$ cat config.mk
export PLATFORM = sky130hd
export DESIGN_NAME = dma_ptr_unit
export DESIGN_NICKNAME = d
export VERILOG_FILES = /design/src/rtl/dma_ptr_pkg.sv /design/src/rtl/dma_ptr_reg.sv /design/src/rtl/dma_addr_mux.sv /design/src/rtl/dma_ptr_unit.sv
export SDC_FILE = /design/constraint.sdc
export NUM_CORES = 1
export LEC_CHECK = 0
export ABC_AREA = 0
export BUFFER_PORTS_ARGS = -buffer_cell sky130_fd_sc_hd__buf_4
export CELL_PAD_IN_SITES_DETAIL_PLACEMENT = 0
export CELL_PAD_IN_SITES_GLOBAL_PLACEMENT = 1
export CORE_ASPECT_RATIO = 0.8
export CORE_MARGIN = 2
export CORE_UTILIZATION = 43
export CTS_BUF_LIST = sky130_fd_sc_hd__clkbuf_16
export CTS_CLUSTER_DIAMETER = 150
export CTS_CLUSTER_SIZE = 24
export DETAILED_ROUTE_END_ITERATION = 10
export HOLD_SLACK_MARGIN = 0.03
export PLACE_DENSITY_LB_ADDON = 0.1
export SLEW_MARGIN = 20
export SYNTH_ARGS = -nofsm -noshare
export SYNTH_HDL_FRONTEND = slang
export SYNTH_SLANG_ARGS = --single-unit
$ cat constraint.sdc
create_clock -name clk_i -period 2.56 [get_ports clk_i]
set_input_delay 0.384 -clock clk_i [delete_from_list [all_inputs] [get_ports clk_i]]
set_output_delay 0.384 -clock clk_i [all_outputs]
set_load 0.05 [all_outputs]
$ cat src/rtl/dma_ptr_pkg.sv
package dma_ptr_pkg;
  parameter int PTR_W = 20;
  parameter int LO_W  = 16;

  typedef enum logic [1:0] {
    REG_SRC_LO = 2'd0,
    REG_SRC_HI = 2'd1,
    REG_DST_LO = 2'd2,
    REG_DST_HI = 2'd3
  } ptr_reg_e;
endpackage

$ cat src/rtl/dma_ptr_reg.sv
module dma_ptr_reg #(
  parameter int PTR_W = 20,
  parameter int LO_W  = 16
) (
  input  logic             clk_i,
  input  logic             rst_ni,
  input  logic             wr_lo_i,
  input  logic             wr_hi_i,
  input  logic [LO_W-1:0]  wdata_i,
  input  logic             adv_i,
  input  logic             inc_i,
  input  logic             dec_i,
  input  logic             word_i,
  output logic [PTR_W-1:0] ptr_o
);
  localparam int HI_W = PTR_W - LO_W;

  logic [PTR_W-1:0] ptr_q;
  logic [PTR_W-1:0] step;
  logic             move;

  assign step = word_i ? PTR_W'(2) : PTR_W'(1);
  assign move = adv_i && (inc_i ^ dec_i);

  always_ff @(posedge clk_i or negedge rst_ni) begin
    if (!rst_ni) begin
      ptr_q <= '0;
    end else if (wr_lo_i || wr_hi_i) begin
      // software write blocks the automatic step this cycle
      if (wr_lo_i) ptr_q[LO_W-1:0]     <= wdata_i;
      if (wr_hi_i) ptr_q[PTR_W-1:LO_W] <= wdata_i[HI_W-1:0];
    end else if (move) begin
      ptr_q <= dec_i ? ptr_q - step : ptr_q + step;
    end
  end

  assign ptr_o = ptr_q;

  assert_hold_R6: assert property (@(posedge clk_i) disable iff (!rst_ni)
    (adv_i && (inc_i == dec_i) && !wr_lo_i && !wr_hi_i) |=> $stable(ptr_q));

  assert_inc_R4: assert property (@(posedge clk_i) disable iff (!rst_ni)
    (adv_i && inc_i && !dec_i && !wr_lo_i && !wr_hi_i)
    |=> ptr_q == PTR_W'($past(ptr_q) + ($past(word_i) ? 2 : 1)));

  assert_dec_R5: assert property (@(posedge clk_i) disable iff (!rst_ni)
    (adv_i && dec_i && !inc_i && !wr_lo_i && !wr_hi_i)
    |=> ptr_q == PTR_W'($past(ptr_q) - ($past(word_i) ? 2 : 1)));

  assert_wr_prio_R10: assert property (@(posedge clk_i) disable iff (!rst_ni)
    (wr_lo_i && !wr_hi_i) |=> (ptr_q[LO_W-1:0] == $past(wdata_i)) &&
                               (ptr_q[PTR_W-1:LO_W] == $past(ptr_q[PTR_W-1:LO_W])));
endmodule

$ cat src/rtl/dma_addr_mux.sv
module dma_addr_mux #(
  parameter int PTR_W = 20,
  parameter int LO_W  = 16
) (
  input  logic             fetch_i,
  input  logic             deposit_i,
  input  logic [PTR_W-1:0] src_ptr_i,
  input  logic [PTR_W-1:0] dst_ptr_i,
  input  logic             src_mem_i,
  input  logic             dst_mem_i,
  output logic [PTR_W-1:0] addr_o,
  output logic             mem_o
);
  logic [PTR_W-1:0] sel_ptr;
  logic             sel_mem;
  logic             active;

  always_comb begin
    active  = fetch_i || deposit_i;
    sel_ptr = fetch_i ? src_ptr_i : dst_ptr_i;
    sel_mem = fetch_i ? src_mem_i : dst_mem_i;
    addr_o  = '0;
    mem_o   = 1'b0;
    if (active) begin
      mem_o               = sel_mem;
      addr_o[LO_W-1:0]    = sel_ptr[LO_W-1:0];
      // I/O space: upper address lines held low
      addr_o[PTR_W-1:LO_W] = sel_mem ? sel_ptr[PTR_W-1:LO_W] : '0;
    end
  end
endmodule

$ cat src/rtl/dma_ptr_unit.sv
module dma_ptr_unit
  import dma_ptr_pkg::*;
#(
  parameter int PW = PTR_W,
  parameter int LW = LO_W
) (
  input  logic          clk_i,
  input  logic          rst_ni,
  input  logic          reg_we_i,
  input  logic [1:0]    reg_addr_i,
  input  logic [LW-1:0] reg_wdata_i,
  output logic [LW-1:0] reg_rdata_o,
  input  logic          word_i,
  input  logic          src_inc_i,
  input  logic          src_dec_i,
  input  logic          src_mem_i,
  input  logic          dst_inc_i,
  input  logic          dst_dec_i,
  input  logic          dst_mem_i,
  input  logic          fetch_i,
  input  logic          deposit_i,
  output logic [PW-1:0] addr_o,
  output logic          mem_o
);
  localparam int NPTR = 2;

  logic [NPTR-1:0] inc_v, dec_v, adv_v;
  logic [PW-1:0]   ptr_v [NPTR];

  assign inc_v = {dst_inc_i, src_inc_i};
  assign dec_v = {dst_dec_i, src_dec_i};
  assign adv_v = {deposit_i, fetch_i};

  for (genvar g = 0; g < NPTR; g++) begin : g_ptr
    logic wr_lo, wr_hi;
    assign wr_lo = reg_we_i && (reg_addr_i == 2'(2 * g));
    assign wr_hi = reg_we_i && (reg_addr_i == 2'(2 * g + 1));

    dma_ptr_reg #(.PTR_W(PW), .LO_W(LW)) u_ptr (
      .clk_i   (clk_i),
      .rst_ni  (rst_ni),
      .wr_lo_i (wr_lo),
      .wr_hi_i (wr_hi),
      .wdata_i (reg_wdata_i),
      .adv_i   (adv_v[g]),
      .inc_i   (inc_v[g]),
      .dec_i   (dec_v[g]),
      .word_i  (word_i),
      .ptr_o   (ptr_v[g])
    );
  end

  always_comb begin
    unique case (ptr_reg_e'(reg_addr_i))
      REG_SRC_LO: reg_rdata_o = ptr_v[0][LW-1:0];
      REG_SRC_HI: reg_rdata_o = LW'(ptr_v[0][PW-1:LW]);
      REG_DST_LO: reg_rdata_o = ptr_v[1][LW-1:0];
      default:    reg_rdata_o = LW'(ptr_v[1][PW-1:LW]);
    endcase
  end

  dma_addr_mux #(.PTR_W(PW), .LO_W(LW)) u_mux (
    .fetch_i   (fetch_i),
    .deposit_i (deposit_i),
    .src_ptr_i (ptr_v[0]),
    .dst_ptr_i (ptr_v[1]),
    .src_mem_i (src_mem_i),
    .dst_mem_i (dst_mem_i),
    .addr_o    (addr_o),
    .mem_o     (mem_o)
  );

  assert_idle_R3: assert property (@(posedge clk_i) disable iff (!rst_ni)
    (!fetch_i && !deposit_i) |-> (addr_o == '0) && !mem_o);

  assert_io_upper_R9: assert property (@(posedge clk_i) disable iff (!rst_ni)
    ((fetch_i && !src_mem_i) || (!fetch_i && deposit_i && !dst_mem_i))
    |-> (addr_o[PW-1:LW] == '0) && !mem_o);

  assert_fetch_src_R3: assert property (@(posedge clk_i) disable iff (!rst_ni)
    fetch_i |-> (addr_o[LW-1:0] == ptr_v[0][LW-1:0]) && (mem_o == src_mem_i));
endmodule

; Word level (Yosys, flattened, before mapping)
; Index checks and enable logic that the tools add are counted.
[totals]
register_bits = 40
in_bits = 30
[classes]
n_addsub = 4
n_eq_ne = 7
n_mux = 17
n_bitwise = 2
reduce_logical = 16
[ops]
columns = operator, count
row1 = 20-bit two-way mux, 8
row2 = 16-bit case mux with 3 select lines, 1
row3 = 20-bit adder, 2
row4 = 20-bit subtractor, 2
row5 = 16-bit two-way mux, 2
row6 = 4-bit two-way mux, 3
row7 = 2-bit by 1-bit inequality test with 1-bit output (second input constant), 4
row8 = 2-bit AND reduction, 4
row9 = 1-bit logical AND, 6
row10 = 2-bit equality test (second input constant), 2
row11 = 2-bit nonzero test, 2
row12 = 1-bit logical OR, 3
row13 = 2-bit by 1-bit equality test with 1-bit output (second input constant), 1
row14 = 2-bit zero test, 1
row15 = 1-bit two-way mux, 2
row16 = 2-bit two-way mux, 1
row17 = 1-bit XOR, 2

; Depth between registers and ports, before layout
; Gate-level depths: netlist (run 1).
[logic_depth]
word_depth = 5
ltp_mapped = 11
ltp_nobuf = 11

; Modules after synthesis
; Synthesis (run 1) repeated with hierarchy kept, for this count alone.
[unflattened]
hier_cells = 548
area_unflattened_um2 = 4460.5
[by_module_without_submodules]
columns = mod, n_inst, cells_each, area_per_inst_um2, seq_area_each_um2
row1 = dma_ptr_reg at g_ptr[1].u_ptr, 1, 247, 1969.4, 500.5
row2 = dma_ptr_reg at g_ptr[0].u_ptr, 1, 227, 1900.6, 500.5
row3 = dma_ptr_unit, 1, 37, 315.3, 0.0
row4 = dma_addr_mux, 1, 37, 275.3, 0.0

; Least setup slack after synthesis (run 1)
; OpenSTA, ideal clock, no wires.
[synth_timing]
path_type = input port to flip-flop
from = input word_i
to = register g_ptr[0].u_ptr.ptr_q[19]
setup_time_ps = 74
arrival_time_ps = 2183
required_time_ps = 2486
setup_slack_ps = 303
stages = 11
n_path_buf = 0
cell_sequence = inv_1 > nand2_1 > inv_1 > ha_1 > nor2b_1 > o2111ai_1 > a21oi_1 > a211o_1 > and3_4 > or3_1 > o21ai_2
[synth_between]
elab_chain_cells = 5
[synth_lines]
columns = element, line
row1 = "start, declared", dma_ptr_unit.sv:13  ; input logic word_i,
row2 = 2-bit two-way mux *, dma_ptr_reg.sv:22  ; assign step = word_i ? PTR_W'(2) : PTR_W'(1);
row3 = 20-bit adder or 20-bit subtractor (tied branches), dma_ptr_reg.sv:33  ; ptr_q <= dec_i ? ptr_q - step : ptr_q + step;
row4 = 20-bit two-way mux *, dma_ptr_reg.sv:33
row5 = 20-bit two-way mux *, dma_ptr_reg.sv:32  ; end else if (move) begin
row6 = 20-bit two-way mux *, dma_ptr_reg.sv:28  ; end else if (wr_lo_i || wr_hi_i) begin
row7 = "end signal, assigned by index", dma_ptr_reg.sv:30  ; if (wr_lo_i) ptr_q[LO_W-1:0] <= wdata_i;
row8 = "end signal, assigned by index", dma_ptr_reg.sv:31  ; if (wr_hi_i) ptr_q[PTR_W-1:LO_W] <= wdata_i[HI_W-1:0];
row9 = "end signal, assigned", dma_ptr_reg.sv:33
row10 = "end, declared", dma_ptr_reg.sv:18  ; logic [PTR_W-1:0] ptr_q;
; Mark *: on every way between the ends. The rest lies on a longest branch, timed or not. The select of a mux whose other input is x is not followed.
; A chain may end at the register's enable or synchronous reset.

; Worst setup path after layout (run 1)
[layout_timing]
from = register g_ptr[0].u_ptr.ptr_q[9]
to = register g_ptr[0].u_ptr.ptr_q[18]
[layout_between]
elab_chain_cells = 4
[layout_lines]
columns = element, line
row1 = 20-bit adder or 20-bit subtractor (tied branches), dma_ptr_reg.sv:33
row2 = 20-bit two-way mux *, dma_ptr_reg.sv:33
row3 = 20-bit two-way mux *, dma_ptr_reg.sv:32
row4 = 20-bit two-way mux *, dma_ptr_reg.sv:28
; Marked as above.

==> results by stage, run 1 <==
Floorplanning:
- The chip width is 118 microns.
- After floorplanning, the core was sized to cover 10200 sq um.
- The number of standard-cell rows in the floorplan is 33.
- The starting density of the core is 0.438.
- The die covers 11200 sq um.
- 67 I/O pins were placed.
- The die height is 95.0 microns.

Clock tree:
- Clock tree synthesis found a total of 40 sinks.
- After clock tree synthesis, the clock-pin slew on the worst setup and hold paths is 0.06 ns.
- TritonCTS built the clock tree.
- In this run the clock root is driven by a sky130_fd_sc_hd__clkbuf_16.
- The total of hold buffers inserted after clock tree synthesis is 0.
- The number of buffers on the longest clock path is 2.
- At the later pin of the worst-skew pair, clock insertion delay measures 0.29 ns.
- Buffers inserted during clock tree synthesis total 5.
- The clock tree synthesis step divided the H-tree into 2 levels.

Finish:
- The fill cell instance count of the final layout is 1025.
- The register cell area after layout is 1000 sq um.
- The area added between synthesis and finish is 24.1%.
- The final layout contains 731 nets.
- The count of placed standard cells in the final layout, fillers left out is 802.
- Summing all multi-input logic gate instances after layout gives 3260 sq um.
- The register with the most flip-flops in the layout has 40 of them.
- The number of antenna diodes in the final layout is 0.
- In the layout the commonest cells are sky130_fd_sc_hd__buf_4, sky130_fd_sc_hd__nor2_1, sky130_fd_sc_hd__a21oi_1.
- The most common cell after layout, fill and taps aside is sky130_fd_sc_hd__buf_4.
- The post-route standard cell area excluding fillers is 5530 sq um.
- In the final layout, the share of cells above drive strength 1 is 0.210.

GRT:
- Entering global routing, the biggest net connects 41 pins.
- The number of global-route vias before repair was 4480.
- Summed over all layers, the global routing overflow is 0.
- The first-pass GRT wire length is 24300 microns.
- The overall fraction of global-route tracks in use is 0.279.
- The number of antenna violations at the first check in global routing is 0.

Power and ir drop:
- Of the total power, the share spent switching nets is 0.513.
- Of the total power, combinational logic draws 0.699.
- The clock share of power is 0.105.
- Summed over all cells, the static leakage comes to 2.57 nW.
- Overall power consumption after layout is estimated at 6.96 mW.
- In this run the power density over the cells is 1260 nW/um^2.
- Of the total power, registers draw 0.196.
- The highest ir drop seen on vdd is 0.000487 V.
- The net load switching power is 3.57 mW.
- The internal power summed over all cells is 3.39 mW.

Min path:
- The path class of the tightest hold or removal check is in2async.

Drt:
- The number of routed nets with antenna violations is 0.
- After detailed routing, the total wire length is 15400 microns.
- The post-route DRC violation count is 0.
- The detailed-route via count is 4754.
- For this block, the initial DRC count from the detailed router was 324.
- The routed length per instance is 19.2 microns.
- The post-detailed-route via-to-cell ratio is 5.93.
- The first-pass detailed-route iteration total is 5.

Timing:
- The final critical-path setup slack is 0.183 ns.
- Setup repair after global routing left no endpoint under its margin.
- Derived from the worst setup path, the maximum achievable clock frequency is 421 MHz.
- The final critical path time including I/O delays and setup is 2.38 ns.
- The count of final setup violators is 0.
- The final worst clock skew is 0.00362 ns.
- Final hold analysis gives a worst-case slack of 0.0830 ns.
- Headroom to the max-slew limit came out at 0.545.
- The ratio of final minimum period to clock period is 0.928.
- The slew at the pin closest to its max-slew limit is 0.680 ns.
- The max-slew violation count was 0.
- The total count of hold-check failures in the final report is 0.

Yosys:
- For this run, the register share of the synthesized area comes to 0.225.
- The cell count after synthesis is 577.
- The most frequently used flop master after synthesis is sky130_fd_sc_hd__dfrtp_1.
- The Yosys step of the flow raised 0 warnings.
- After synthesis the cells add up to 4450 sq um.
- In this run, synthesis produced a sequential element count of 40.
- The synthesized area divided by synthesized cell count is 7.72 sq um.
- Synthesis instantiated 67 different standard cells from the library.
- Synthesis produced a netlist with a net count of 647.
- In this run, synthesis inferred 0 flip-flops with an integrated enable.
- After synthesis, the share of flip-flops with an asynchronous set or reset is 1.00.

Critical path:
- The arrival time of data at the critical path endpoint is 2.53 ns.
- The slowest cell on the critical path is sky130_fd_sc_hd__dfrtp_1.
- In this run the worst path has a maximum fanout of 7.
- The number of cells on the worst reg-to-reg path is 8.
- The path type of the worst setup path is reg2reg.
- The kind of cell adding the most delay to the critical path is compound AO/OA/AOI/OAI gates.
- The critical path goes through ha_1 -> and2_2 -> o21ai_0 -> a31oi_1 -> a21boi_2 -> o41ai_2 -> xnor2_1 -> o21ai_1.
- The worst setup path is captured at a flop.
- STA puts the critical path data required time at 2.72 ns.
- The worst stage delay on the critical path is 0.43 ns.
- In this run the critical register-to-register path is captured at g_ptr[0].u_ptr.ptr_o[18].
- The launching point of the worst reg2reg path is g_ptr[0].u_ptr.ptr_o[9].
- The number of buffers and inverters on the critical path is 0.
- STA classifies the critical path startpoint as a flop.
- Setup slack on the worst reg-to-reg path comes out at 0.18 ns.

Placed design:
- Once placement completed, the tool counted placed cells totaling 793.
- The cell area after placement is 5330 sq um.
- The routability congestion estimate is 0.862.
- The total half-perimeter wirelength after legalization and detailed placement is 12100 microns.
- The post-place setup slack is -0.0833 ns.
- During placement, the flow inserted port buffers numbering 66.

Outcome:
- The flow ran to the end, and the final reports show no timing, DRC or antenna violations.

Job:
- Across the run, the number of max-cap violations was 0.
## Yosys cell counts, types with 4 or more instances
master / number / area, sq um
sky130_fd_sc_hd__nand3_1: 16 / 80.1
sky130_fd_sc_hd__nor3_1: 13 / 65.1
sky130_fd_sc_hd__a21o_1: 9 / 67.6
sky130_fd_sc_hd__xnor2_1: 13 / 114
sky130_fd_sc_hd__nand2_1: 49 / 184
sky130_fd_sc_hd__nor2_1: 72 / 270
sky130_fd_sc_hd__inv_1: 24 / 90.1
sky130_fd_sc_hd__or3_1: 7 / 43.8
sky130_fd_sc_hd__buf_2: 8 / 40.0
sky130_fd_sc_hd__nand2b_1: 5 / 31.3
sky130_fd_sc_hd__xor2_1: 10 / 87.6
sky130_fd_sc_hd__and2_1: 7 / 43.8
sky130_fd_sc_hd__nand4_1: 6 / 37.5
sky130_fd_sc_hd__and3_1: 4 / 25.0
sky130_fd_sc_hd__dfrtp_1: 40 / 1000
sky130_fd_sc_hd__buf_1: 4 / 15.0
sky130_fd_sc_hd__o221ai_1: 5 / 43.8
sky130_fd_sc_hd__mux4_2: 4 / 90.1
sky130_fd_sc_hd__o2111ai_1: 4 / 35.0
sky130_fd_sc_hd__a221oi_1: 5 / 43.8
sky130_fd_sc_hd__clkbuf_1: 20 / 75.1
sky130_fd_sc_hd__o211ai_1: 6 / 45.0
sky130_fd_sc_hd__a31oi_1: 10 / 62.6
sky130_fd_sc_hd__mux2i_1: 24 / 240
sky130_fd_sc_hd__a22o_1: 13 / 114
sky130_fd_sc_hd__o21ai_0: 38 / 190
sky130_fd_sc_hd__a21oi_1: 56 / 280
sky130_fd_sc_hd__nor2b_1: 11 / 68.8
sky130_fd_sc_hd__ha_1: 38 / 475
## repair_timing
item                                    4_1_cts  5_1_grt
buffers inserted                              0        1
endpoints found under the setup margin        0       11
resized for setup                             0        9
## routing by layer
layer  share of wire  wire, microns  GRT usage
met1            0.51           7900      0.424
met2            0.42           6410      0.420
met3           0.063            978     0.0496
met4          0.0075            116     0.0412
met5               0              0          0
## logic make-up after synthesis
group	after synthesis	share of synthesized area
buf+inv	56	0.0495
compound gates	187	0.275
simple gates	202	0.213
mux	29	0.0767
flops	40	0.225
fa+ha+maj	40	0.116
xor+xnor	23	0.0452
## cell type report
type / instances / share of cell area
clock buffers: 5 / 0.0226
repair buffers: 109 / 0.150
multi-input cells: 481 / 0.591
well taps: 140 / 0.0317
clock inverters: 3 / 0.00702
inverters: 24 / 0.0163
flip-flops and latches: 40 / 0.181
## worst max-delay path by stage
stage                                  from                        to  slack (ns)  cells after the start
floorplan                            word_i  g_ptr[0].u_ptr.ptr_o[19]        0.30                     11
global placement                  src_dec_i  g_ptr[0].u_ptr.ptr_o[18]       -0.03                     10
detailed placement                   word_i  g_ptr[1].u_ptr.ptr_o[19]       -0.08                     13
CTS                 g_ptr[0].u_ptr.ptr_o[0]  g_ptr[0].u_ptr.ptr_o[18]        0.10                     10
global route        g_ptr[0].u_ptr.ptr_o[9]  g_ptr[0].u_ptr.ptr_o[18]        0.01                      8
finish              g_ptr[0].u_ptr.ptr_o[9]  g_ptr[0].u_ptr.ptr_o[18]        0.18                      8
## power by group through the flow
stage	registers, mW	logic (mW)	clock network, mW
6_report	1.36	4.87	0.732
3_5_place_dp	1.37	4.75	0
3_3_place_gp	1.37	4.70	0
2_1_floorplan	1.17	3.46	0
4_1_cts	1.36	4.78	0.739
5_1_grt	1.40	5.33	0.762
## stage by stage
step,TNS (ns),util
3_5_place_dp,-0.191,0.524
2_1_floorplan,0,-
3_3_place_gp,-0.0284,0.524
4_1_cts,0,0.540
6_report,0,0.544
5_1_grt,0,0.544
No activity file was read; power rests on OpenSTA's default activity.
==> run 2: changes to the inputs <==
--- a/config.mk
+++ b/config.mk
@@ -18,6 +18,7 @@
 export DETAILED_ROUTE_END_ITERATION = 10
 export HOLD_SLACK_MARGIN = 0.03
 export PLACE_DENSITY_LB_ADDON = 0.1
+export RECOVER_POWER = 100
 export SLEW_MARGIN = 20
 export SYNTH_ARGS = -nofsm -noshare
 export SYNTH_HDL_FRONTEND = slang
==> run 2 against run 1 <==
  * Critical path depth is 4 lower
  * Count of clock-buffer cells in the layout stayed put
  * Global-route usage stayed put
  * Fmax is 2.4% lower
  * Highest routed layer unchanged
==> results by stage, run 2 (synthesis results as in run 1) <==
Outcome:
- The run finished with clean final reports.

Power and ir drop:
- The power density relative to cell area is 1260 nW/um^2 (+0.40%).
- The switching share of total power is 0.523 (+0.0103).
- The clock share of power is 0.107 (+0.002).
- The highest ir drop seen on vdd is 0.000488 V (+0.23%).
- The net load switching power is 3.55 mW (-0.45%).
- The sequential share of power is 0.201 (+0.005).
- The portion of total power attributed to combinational logic came to 0.691 (-0.008).
- The internal power summed over all cells is 3.24 mW (-4.5%).
- The cell leakage power is 2.46 nW (-4.2%).

Drt:
- The routed length per instance was 19.2 microns (about the same).
- The iteration-0 DRC count of the detailed router is 284 (-12%).
- The post-detailed-route via-to-cell ratio is 5.96 (+0.57%).
- The first-pass detailed-route iteration total came to 5 (unchanged).
- The detailed-route via count was 4781 (+0.57%).
- The total length of routed wires was 15400 microns (about the same).
- The number of routed nets with antenna violations is 0 (unchanged).
- The post-route DRC violation count is 0 (unchanged).

GRT:
- The pin count of the biggest net entering global routing is 41 (unchanged).
- The met1 usage is 0.424 (unchanged).
- The total congestion overflow is 0 (unchanged).
- The overall fraction of global-route tracks in use is 0.279 (unchanged).
- The first-pass GRT wire length came to 24300 microns (unchanged).
- The met3 global-route usage was 0.0496 (unchanged).
- The number of antenna violations at the first check in global routing is 0 (unchanged).
- The global routing stage identified its most utilized layer as met1.
- The number of global-route vias before repair is 4480 (unchanged).
- The met2 usage is 0.420 (unchanged).

Timing:
- The final worst clock skew is 0.00481 ns (+0.00119 ns).
- The max-slew violation count is 0 (unchanged).
- The slew at the pin closest to its max-slew limit came to 1.17 ns (+0.495 ns).
- The final critical path time including I/O delays and setup came to 2.43 ns (+0.0576 ns).
- The maximum clock rate is 411 MHz (-2.4%).
- The worst hold slack across all endpoints is 0.307 ns (+0.224 ns).
- The ratio of final minimum period to clock period is 0.951 (+0.0225).
- The count of final setup violators is 0 (unchanged).
- Setup repair after global routing left no endpoint under its margin.
- The total count of hold-check failures in the final report is 0 (unchanged).
- The headroom to the max-slew limit is 0.215 (-0.330).

Critical path:
- STA classifies the critical path endpoint as a primary output.
- The highest fanout seen on the critical path was 13 (+6).
- The worst-case register-to-register setup slack is 0.18 ns (about the same).
- The critical path required time was 2.18 ns (-0.54 ns).
- Walking the worst path, the cells encountered are buf_4 -> nor2b_1 -> a22o_1 -> clkbuf_2.
- The worst stage delay on the critical path was 0.93 ns (+0.50 ns).
- The endpoint identified for the worst register-to-register timing path is g_ptr[0].u_ptr.ptr_o[18].
- The critical path is of the in2out type.
- The slowest cell on the critical path is sky130_fd_sc_hd__nor2b_1.
- The most critical setup path has its startpoint at deposit_i.
- The number of cells on the worst reg-to-reg path is 9 (+1).
- The arrival time of data at the critical path endpoint was 2.05 ns (-0.48 ns).
- The worst setup path is launched from a primary input.
- The launching point of the worst reg2reg path is g_ptr[0].u_ptr.ptr_o[1].

Placed design:
- The routability congestion estimate is 0.862 (unchanged).
- The number of instances in the placed design is 793 (unchanged).
- The total half-perimeter wirelength after legalization and detailed placement is 12100 microns (unchanged).
- The number of I/O port buffers is 66 (unchanged).

Job:
- The number of maximum-capacitance violations is 0 (unchanged).

Clock tree:
- The H-tree depth reported by CTS was 2 (unchanged).
- The total of hold buffers inserted after clock tree synthesis is 0 (unchanged).
- The insertion delay to the later sink of the worst-skew pair is 0.29 ns (about the same).
- The number of buffers on the longest clock path is 2 (unchanged).
- The number of sinks driven by the clock tree came to 40 (unchanged).
- The clock-pin transition on the worst setup and hold timing paths is 0.06 ns (about the same).
- The CTS buffer count is 5 (unchanged).
- CTS placed an instance of sky130_fd_sc_hd__clkbuf_16 at the clock tree root.
- TritonCTS built the clock tree.

Finish:
- The count of placed standard cells in the final layout, fillers left out was 802 (unchanged).
- The flip-flop count of the largest register after layout is 40 (unchanged).
- The final net count came to 731 (unchanged).
- The proportion of layout cells with a drive suffix above 1 is 0.168 (-0.0423).
- Leaving out fill and tap cells, the most frequent cell in the layout is sky130_fd_sc_hd__nor2_1.
- The area added between synthesis and finish is 20.6%.
- In the layout the commonest cells are sky130_fd_sc_hd__nor2_1, sky130_fd_sc_hd__buf_4, sky130_fd_sc_hd__a21oi_1.
- The antenna cell count is 0 (unchanged).

Floorplanning:
- The area inside the core boundary was 10200 sq um (unchanged).
- The chip width is 118 microns (unchanged).
- The I/O pin count is 67 (unchanged).
- The total die area is 11200 sq um (unchanged).
- The starting density of the core is 0.438 (unchanged).
- The number of standard-cell rows in the floorplan is 33 (unchanged).
- The die height was 95.0 microns (unchanged).

Min path:
- The worst min-delay path category is in2async.
-- run 2: power groups by stage --
stage	registers (mW)	clock network (mW)	logic, mW
after global routing	1.40	0.762	5.15
after global placement	1.37	0	4.70
final	1.37	0.729	4.70
after floorplan	1.17	0	3.46
after CTS	1.36	0.739	4.78
after detailed placement	1.37	0	4.75
-- run 2: per-layer routing --
metal,vias up,share of wire
li1,2292,-
met1,2319,0.50
met2,160,0.42
met3,10,0.070
met4,0,0.0062
met5,-,0
-- run 2: area by class of cell --
class                           instances  area [sq um]
Sequential cell                        40          1000
Clock inverter                          3          38.8
Clock buffer                            5           125
Multi-Input combinational cell        481          3240
Timing Repair Buffer                  109           696
Tap cell                              140           175
Inverter                               24          90.1
Fill cell                            1058          4790
-- run 2: metrics by stage --
stage,instance area (sq um),TNS (ns),setup WS [ns],power [mW],util
after floorplan,4450,0,0.303,4.63,-
after global placement,5330,-0.0284,-0.0284,6.08,0.524
after detailed placement,5330,-0.191,-0.0833,6.12,0.524
after CTS,5490,0,0.104,6.88,0.540
after global routing,5370,0,0.00627,7.31,0.529
final,5370,0,0.126,6.79,0.529
-- run 2: how the worst max path moves through the flow --
stage	to	slack (ns)
after global routing	g_ptr[0].u_ptr.ptr_o[19]	0.006
after global placement	g_ptr[0].u_ptr.ptr_o[18]	-0.03
after floorplan	g_ptr[0].u_ptr.ptr_o[19]	0.30
after detailed placement	g_ptr[1].u_ptr.ptr_o[19]	-0.08
after CTS	g_ptr[0].u_ptr.ptr_o[18]	0.10
final	addr_o[12]	0.13
-- run 2: worst max-delay path, delay by kind of cell --
kind                   cells  cell delay, ns
AND/OR/NAND/NOR            1            0.93
AO/OA/AOI/OAI              1            0.30
buffers and inverters      2            0.44
-- run 2: timing repair --
action | in CTS | in global routing
gates resized for setup | 0 | 9
endpoints found under the setup margin | 0 | 11
setup buffers | 0 | 1
